===== src/rtl/fit_pkg.sv =====
package fit_pkg;
  localparam int SEL_W = 2;
  localparam int N_TAPS = 1 << SEL_W;

  typedef logic [SEL_W-1:0] fit_sel_t;

  // Bit index (LSB-0) watched for a given select code.
  function automatic int fit_tap_index(input int base, input int step, input int code);
    return base + code * step;
  endfunction

  // Next status value: an event sets, a clear drops, otherwise hold; set wins.
  function automatic logic fit_next_status(input logic cur, input logic evt, input logic clr);
    return evt | (cur & ~clr);
  endfunction
endpackage


===== src/rtl/fit_tap_select.sv =====
module fit_tap_select
  import fit_pkg::*;
#(
  parameter int TB_W     = 32,
  parameter int TAP_BASE = 12,
  parameter int TAP_STEP = 4
) (
  input  logic [TB_W-1:0] tb_i,
  input  fit_sel_t        sel_i,
  output logic            bit_o
);
  localparam int TOP_TAP = TAP_BASE + (N_TAPS - 1) * TAP_STEP;

  logic [N_TAPS-1:0] taps;

  generate
    for (genvar g = 0; g < N_TAPS; g++) begin : g_tap
      localparam int IDX = TAP_BASE + g * TAP_STEP;
      assign taps[g] = tb_i[IDX];
    end
  endgenerate

  assign bit_o = taps[sel_i];

  initial begin
    tap_range_chk: assert (TOP_TAP < TB_W && fit_tap_index(TAP_BASE, TAP_STEP, N_TAPS - 1) == TOP_TAP)
      else $error("tap out of range");
  end
endmodule


===== src/rtl/fit_edge_detect.sv =====
module fit_edge_detect
  import fit_pkg::*;
(
  input  logic     clk_i,
  input  logic     rst_i,
  input  logic     bit_i,
  input  fit_sel_t sel_i,
  output logic     evt_o
);
  logic     prev_q;
  fit_sel_t sel_q;
  logic     armed_q;
  logic     sel_same;

  assign sel_same = (sel_i == sel_q);
  assign evt_o    = armed_q & sel_same & ~prev_q & bit_i;

  always_ff @(posedge clk_i) begin
    if (rst_i) begin
      prev_q  <= 1'b0;
      sel_q   <= '0;
      armed_q <= 1'b0;
    end else begin
      prev_q  <= bit_i;
      sel_q   <= sel_i;
      armed_q <= 1'b1;
    end
  end


  sel_change_quiet_chk: assert property (@(posedge clk_i) disable iff (rst_i)
    (sel_i != $past(sel_i)) |-> !evt_o);


  no_evt_from_high_chk: assert property (@(posedge clk_i) disable iff (rst_i)
    ($past(bit_i) && (sel_i == $past(sel_i))) |-> !evt_o);
endmodule


===== src/rtl/fit_status.sv =====
module fit_status
  import fit_pkg::*;
(
  input  logic clk_i,
  input  logic rst_i,
  input  logic evt_i,
  input  logic clr_i,
  input  logic en_i,
  output logic stat_o,
  output logic irq_o
);
  logic stat_q;

  always_ff @(posedge clk_i) begin
    if (rst_i) stat_q <= 1'b0;
    else       stat_q <= fit_next_status(stat_q, evt_i, clr_i);
  end

  assign stat_o = stat_q;
  assign irq_o  = stat_q & en_i;


  evt_sets_chk: assert property (@(posedge clk_i) disable iff (rst_i)
    evt_i |=> stat_q);


  sticky_hold_chk: assert property (@(posedge clk_i) disable iff (rst_i)
    (stat_q && !clr_i) |=> stat_q);


  clear_drops_chk: assert property (@(posedge clk_i) disable iff (rst_i)
    (clr_i && !evt_i) |=> !stat_q);
endmodule


===== src/rtl/fit_event_gen.sv =====
module fit_event_gen
  import fit_pkg::*;
#(
  parameter int TB_W     = 32,
  parameter int TAP_BASE = 12,
  parameter int TAP_STEP = 4
) (
  input  logic            clk_i,
  input  logic            rst_i,
  input  logic [TB_W-1:0] tb_i,
  input  logic [1:0]      sel_i,
  input  logic            en_i,
  input  logic            clr_i,
  output logic            stat_o,
  output logic            irq_o
);
  logic tap_bit;
  logic fit_evt;

  fit_tap_select #(.TB_W(TB_W), .TAP_BASE(TAP_BASE), .TAP_STEP(TAP_STEP)) u_tap (
    .tb_i  (tb_i),
    .sel_i (sel_i),
    .bit_o (tap_bit)
  );

  fit_edge_detect u_edge (
    .clk_i (clk_i),
    .rst_i (rst_i),
    .bit_i (tap_bit),
    .sel_i (sel_i),
    .evt_o (fit_evt)
  );

  fit_status u_stat (
    .clk_i  (clk_i),
    .rst_i  (rst_i),
    .evt_i  (fit_evt),
    .clr_i  (clr_i),
    .en_i   (en_i),
    .stat_o (stat_o),
    .irq_o  (irq_o)
  );


  irq_gated_chk: assert property (@(posedge clk_i) disable iff (rst_i)
    irq_o |-> (en_i && stat_o));


  other_bits_chk: assert property (@(posedge clk_i) disable iff (rst_i)
    (!stat_o && $stable(tap_bit) && $stable(sel_i) && !$past(rst_i)) |=> !stat_o);
endmodule


===== config.mk =====
export PLATFORM = sky130hd
export DESIGN_NAME = fit_event_gen
export DESIGN_NICKNAME = d
export VERILOG_FILES = /design/src/rtl/fit_pkg.sv /design/src/rtl/fit_tap_select.sv /design/src/rtl/fit_edge_detect.sv /design/src/rtl/fit_status.sv /design/src/rtl/fit_event_gen.sv
export SDC_FILE = /design/constraint.sdc
export NUM_CORES = 1
export LEC_CHECK = 0
export BUFFER_PORTS_ARGS = -buffer_cell sky130_fd_sc_hd__buf_4
export CAP_MARGIN = 40
export CELL_PAD_IN_SITES_DETAIL_PLACEMENT = 1
export CELL_PAD_IN_SITES_GLOBAL_PLACEMENT = 2
export CORE_MARGIN = 1
export CORE_UTILIZATION = 10
export CTS_BUF_LIST = sky130_fd_sc_hd__clkbuf_4 sky130_fd_sc_hd__clkbuf_8
export DETAILED_ROUTE_END_ITERATION = 10
export MAX_ROUTING_LAYER = met4
export PLACE_DENSITY_LB_ADDON = 0.25
export SLEW_MARGIN = 25
export SYNTH_ARGS = -nofsm -noshare
export SYNTH_HDL_FRONTEND = slang
export SYNTH_SLANG_ARGS = --single-unit

===== constraint.sdc =====
create_clock -name clk_i -period 1.2 [get_ports clk_i]
set_input_delay 0.12 -clock clk_i [delete_from_list [all_inputs] [get_ports clk_i]]
set_output_delay 0.12 -clock clk_i [all_outputs]
set_load 0.1 [all_outputs]

# == Word-level counts from Yosys, hierarchy flattened ==
# Cells that the tools add are included.
# word_totals
output_inout_bits,2
word_cells,17
reg_bits,5
input_bits,38
# classes
bitwise_logic,8
n_lt_le_gt_ge,1
eq_ne,1
mux,3
# op_table
cell,count
1-bit bitwise AND,5
2-bit by 3-bit less-than comparator with 1-bit output (second input constant),1
1-bit binary-select mux with 2-bit select,1
2-bit equality test,1
1-bit 2-to-1 mux,2
1-bit NOT,2
1-bit OR,1

# == Longest topological paths before layout ==
# Gate-level depths: netlist (run 1).
# depth
ltp_word,5
mapped_depth,3

# == Hierarchy ==
# A second synthesis (run 1) with hierarchy kept.
# unflattened
cells_unflattened,18
hier_area_um2,205.2
# modules_own_cells
mod,cells_per_inst,instances,area_per_inst_um2,seq_area_each_um2
fit_edge_detect,12,1,137.6,80.1
fit_status,5,1,45.0,20.0
fit_tap_select,1,1,22.5,0.0

# == Worst setup path after synthesis (run 1) ==
# Ideal clock, no wire load.
# synth_timing
path_type,register to output
startpoint,register u_stat.stat_q (netlist: u_stat.stat_o)
endpoint,output irq_o
arrival_time_ps,1813
path_stages_with_launch,2
slack_ps,-733
path_cell_list,dfxtp_1 and2_1
# synth_between
elab_chain_len,1
# synth_lines
item,line_no,rtl
from (decl),fit_status.sv:12,logic stat_q;
from (signal assigned),fit_status.sv:16,"else stat_q <= fit_next_status(stat_q, evt_i, clr_i);"
1-bit bitwise AND,fit_status.sv:20,assign irq_o = stat_q & en_i;
to (decl),fit_event_gen.sv:15,output logic irq_o
# No other way between the ends.

# == Worst setup path after layout (run 1) ==
# Same ends and word-level chain as after synthesis.

==> results.json, run 1 <==
{
  "initial_core_util": 0.109,
  "place_congestion": 0.608,
  "endpoint_kind": "output port",
  "grt_pass1_vias": 181,
  "drt-wirelength-per-cell_um": 7.96,
  "postRouteWirelength_um": 454,
  "cp-start-kind": "flop",
  "fin_ws_ps": 102,
  "fin_worst_skew_ps": 4.32,
  "clkTransAtPathRegs_ps": 40,
  "ys_seq_area_frac": 0.519,
  "synth_seq_cells": 5,
  "period_share": 0.915,
  "grt_util_all_layers": 0.0576,
  "cp.required_ps": 1080,
  "path_cells": "and2_4, buf_4",
  "clkSinkCount": 5,
  "rsz0062_at_grt": "no",
  "route.detailed.drc": 0,
  "drv_slew": 0,
  "hold_viol": 0,
  "critPathMaxFanout": 3,
  "worst_hold_path_type": "primary input to flop",
  "path_class": "flop to output port",
  "synth_area_leaders": "dfxtp_1, mux4_2, nor2b_1, xnor2_1, and2_1",
  "core_area_mm2": 0.00176,
  "maxCapViolCount": 0,
  "cts_buffers": 3,
  "timing.fmax_mhz": 911,
  "final_common_cell": "buf_4",
  "status": "finished, final reports clean",
  "nNetsFinal": 71,
  "grt_max_degree": 5,
  "die_w_um": 45.9,
  "areaGrowthSynthToFinish_pct": 77.9,
  "arrival_ps": 980,
  "cts_tree": "yes",
  "maxSlewHeadroom": 0.815,
  "vias_per_cell": 3.11,
  "synth_top_area_share": 0.519,
  "vias": 177,
  "synth_area_um2": 193,
  "ir_drop_v": 0.000380,
  "syn-num-nets": 55,
  "h-tree-depth": 1,
  "final_antenna_net_count": 0,
  "cts_buffer_depth": 2,
  "final_cell_mix": "buf_4, clkbuf_4, dfxtp_1",
  "min_period_ps": 1100,
  "dp_hpwl_um": 415,
  "crit_slowest_cell": "dfxtp_4",
  "antenna_cells": 0,
  "antenna_found_initial": 0,
  "drtIter0Drc": 4,
  "worstSkewPairLatency_ps": 240,
  "ctsHoldBuffers": 0,
  "gr-total-overflow": 0,
  "post_cts_buffers": 0,
  "cts-root-buf": "clkbuf_4",
  "fp-row-count": 15,
  "io_pins": 40,
  "portBuffers": 11,
  "setup_tns_ps": 0,
  "grt_pass1_wl_um": 731,
  "worstMarginPinSlew_ps": 279,
  "syn_avg_cell_area_um2": 11.3,
  "dr.pass1.iters": 2,
  "ys.warnings.count": 0,
  "leakage_nw": 0.147,
  "cts_resized": 0,
  "place_ws_ps": 167,
  "postSynthCellCount": 17,
  "crit_path_max_incr_delay_ps": 340,
  "ys_types": 9,
  "drive_above_1_share": 0.563,
  "powerDensity_mw_per_mm2": 1330,
  "finalSetupViolCount": 0,
  "fp.dieH_um": 45.9,
  "synth_top_area_cell": "dfxtp_1",
  "dieArea_mm2": 0.00211
}
-- cell type report --
class,count,area [µm²]
clock buffer,4,30.0
fill,226,1420
inverter,1,3.75
multi-input combinational,11,91.3
sequential,5,104
tap,25,31.3
timing repair buffer,11,82.6
-- worst max-delay path: cells and delay by family, from the launching register on --
| kind | cells | cell delay, ps |
|---|---|---|
| and+or+nand+nor | 1 | 120 |
| buffers and inverters | 1 | 270 |
| DFF | 1 | 340 |
-- through the flow --
stage               hold WS (ps)  utilization  total power, mW  cell area (µm²)  cells
detailed placement           320        0.177            0.246              313     53
global route                65.2        0.194            0.484              343     57
global placement             300        0.177            0.244              313     53
CTS                         59.7        0.194            0.470              343     57
finish                      67.9        0.194            0.454              343     57
floorplan                    179            -            0.213              199     17
-- cell usage after synthesis, drive strengths merged --
cell    number
nand4        1
and2         2
mux4         1
nand2b       1
dfxtp        5
a21oi        1
xnor2        2
nor2b        3
inv          1
-- state kept, by name, indices dropped and copies added (netlist names) --
register	count
u_stat.stat_o	1
u_edge.armed_q	1
u_edge.prev_q	1
u_edge.sel_q	2
-- kinds of logic after synthesis --
family	Yosys count	share of synthesized area
xor gates and xnor gates	2	0.0909
buffers and inverters	1	0.0195
muxes	1	0.117
AOI/OAI and AO/OA	1	0.0259
and+or+nand+nor	7	0.227
DFF	5	0.520
-- layer usage --
layer,GRT usage,vias to the layer above,part of all wire
met5,-,-,0
met4,0.0353,0,0
met3,0.0476,0,0.090
met2,0.0789,8,0.50
met1,0.0546,83,0.41
li1,-,86,-
-- path summary, 6_finish.rpt --
kind | from | cells past startpoint | slack, ps | end
worst max-delay path | u_stat.stat_o$_SDFF_PP0_ | 2 | 100 | irq_o
worst min-delay path | rst_i | 2 | 70 | u_edge.sel_q[0]$_SDFF_PP0_
worst max register to register | u_edge.sel_q[0]$_SDFF_PP0_ | 3 | 390 | u_stat.stat_o$_SDFF_PP0_
worst min register to register | u_stat.stat_o$_SDFF_PP0_ | 2 | 500 | u_stat.stat_o$_SDFF_PP0_
-- power by group --
part | switching [mW] | internal [mW]
combinational | 0.0278 | 0.0364
sequential | 0.00332 | 0.175
clock | 0.0643 | 0.148
Power figures use the tool's default switching activity.
==> inputs of run 2 (changes only) <==
--- a/config.mk
+++ b/config.mk
@@ -15,6 +15,7 @@
 export DETAILED_ROUTE_END_ITERATION = 10
 export MAX_ROUTING_LAYER = met4
 export PLACE_DENSITY_LB_ADDON = 0.25
+export RECOVER_POWER = 50
 export SLEW_MARGIN = 25
 export SYNTH_ARGS = -nofsm -noshare
 export SYNTH_HDL_FRONTEND = slang
==> constraint.sdc (replaced) <==
create_clock -name clk_i -period 1.3 [get_ports clk_i]
set_input_delay 0.13 -clock clk_i [delete_from_list [all_inputs] [get_ports clk_i]]
set_output_delay 0.13 -clock clk_i [all_outputs]
set_load 0.1 [all_outputs]
==> results.json, run 2 (synthesis gave the netlist of run 1 again) <==
{
  "status": "finished, final reports clean",
  "clkTransAtPathRegs_ps": 40,
  "maxCapViolCount": 0,
  "r2r_end": "u_stat.stat_o$_SDFF_PP0_",
  "endpoint": "irq_o",
  "nNetsFinal": 71,
  "fp-row-count": 15,
  "critPathMaxFanout": 3,
  "timing.fmax_mhz": 907,
  "drv_slew": 0,
  "worst_hold_path_type": "primary input to flop",
  "powerDensity_mw_per_mm2": 1250,
  "leakage_nw": 0.143,
  "rr_startpoint": "u_edge.sel_q[1]$_SDFF_PP0_",
  "grt_pass1_wl_um": 738,
  "endpoint_kind": "output port",
  "min_period_ps": 1100,
  "grt_util_all_layers": 0.0592,
  "postRouteWirelength_um": 456,
  "initial_core_util": 0.109,
  "hold_viol": 0,
  "finalSetupViolCount": 0,
  "io_pins": 40,
  "ff2ff_setup_slack_ps": 500,
  "crit_buf_inv": 1,
  "setup_tns_ps": 0,
  "fp.dieH_um": 45.9,
  "die_w_um": 45.9,
  "final_common_cell": "buf_4",
  "portBuffers": 11,
  "rsz0062_at_grt": "no",
  "place_ws_ps": 264,
  "cts-root-buf": "clkbuf_4",
  "fin_worst_skew_ps": 2.04,
  "crit_slowest_cell": "dfxtp_2",
  "vias_per_cell": 3.11,
  "areaGrowthSynthToFinish_pct": 74.7,
  "cts_buffer_depth": 2,
  "cpLargestDelayFamily": "flip-flops",
  "dieArea_mm2": 0.00211,
  "crit_path_start": "u_stat.stat_o$_SDFF_PP0_",
  "cp.required_ps": 1170,
  "rr_worst_depth": 3,
  "final_cell_mix": "buf_4, clkbuf_4, dfxtp_1",
  "cts_tree": "yes",
  "clkSinkCount": 5,
  "maxSlewHeadroom": 0.815,
  "antenna_cells": 0,
  "drt-wirelength-per-cell_um": 8.00,
  "dr.pass1.iters": 2,
  "place_congestion": 0.710,
  "largest_register_ffs": 2,
  "crit_path_max_incr_delay_ps": 330,
  "cts_resized": 0,
  "gr-total-overflow": 0,
  "antenna_found_initial": 0,
  "worstSkewPairLatency_ps": 240,
  "cp_num_cells": 2,
  "worstMarginPinSlew_ps": 280,
  "h-tree-depth": 1,
  "drive_above_1_share": 0.531,
  "path_cells": "and2_4, buf_4",
  "path_class": "flop to output port",
  "cts_buffers": 3,
  "final_antenna_net_count": 0,
  "route.detailed.drc": 0,
  "period_share": 0.848,
  "top_register": "u_edge.sel_q",
  "grt_pass1_vias": 204,
  "ir_drop_v": 0.000287,
  "post_cts_buffers": 0,
  "vias": 177,
  "ctsHoldBuffers": 0,
  "arrival_ps": 970,
  "fin_ws_ps": 198,
  "cp-start-kind": "flop",
  "drtIter0Drc": 4,
  "grt_max_degree": 5,
  "core_area_mm2": 0.00176
}
[run 2: cell types whose count changed in the layout (fill, tap and decap cells not counted), sizes merged]
cell / before / now
clkbuf: 4 / 5
buf: 11 / 10
[run 2: how the worst min path moves through the flow]
stage	from	to	slack, ps	cells past startpoint
2_1_floorplan	rst_i	u_stat.stat_o$_SDFF_PP0_	190	1
3_3_place_gp	rst_i	u_stat.stat_o$_SDFF_PP0_	310	2
3_5_place_dp	rst_i	u_stat.stat_o$_SDFF_PP0_	330	2
4_1_cts	rst_i	u_edge.sel_q[0]$_SDFF_PP0_	70	2
5_1_grt	clr_i	u_stat.stat_o$_SDFF_PP0_	150	3
6_report	rst_i	u_edge.armed_q$_DFF_P_	130	2
[run 2: per-layer routing]
layer  global-route usage  vias to the layer above  share of wire
li1                     -                       86              -
met1               0.0521                       81           0.40
met2               0.0789                       10           0.51
met3               0.0476                        0          0.081
met4               0.0529                        0              0
met5                    -                        -              0
[run 2: layout make-up]
| cell class | instances | area (µm²) |
|---|---|---|
| fill | 223 | 1430 |
| sequential | 5 | 101 |
| multi-input combinational | 11 | 91.3 |
| timing repair buffer | 11 | 78.8 |
| tap | 25 | 31.3 |
| clock buffer | 4 | 30.0 |
| inverter | 1 | 3.75 |
[run 2: per-stage QoR]
| stage | power, mW | cells | area, µm² | utilization | hold slack (ps) |
|---|---|---|---|---|---|
| after floorplan | 0.198 | 17 | 196 | - | 192 |
| after global placement | 0.227 | 53 | 310 | 0.176 | 314 |
| after detailed placement | 0.229 | 53 | 310 | 0.176 | 330 |
| after CTS | 0.438 | 57 | 340 | 0.193 | 69.6 |
| after global routing | 0.452 | 57 | 337 | 0.191 | 149 |
| final | 0.421 | 57 | 337 | 0.191 | 132 |
[run 2: power breakdown]
part / leakage (nW) / total (mW) / switching [mW] / internal [mW]
logic: 0.0824 / 0.0581 / 0.0258 / 0.0323
registers: 0.0420 / 0.166 / 0.00313 / 0.163
clock network: 0.0184 / 0.197 / 0.0608 / 0.137
total: 0.143 / 0.421 / 0.0897 / 0.332
[run 2: worst reg2reg max path: stages (launching register included)]
cell     delay [ps]
dfxtp_1         300
xnor2_1         160
nand4_1         110
a21oi_1         150
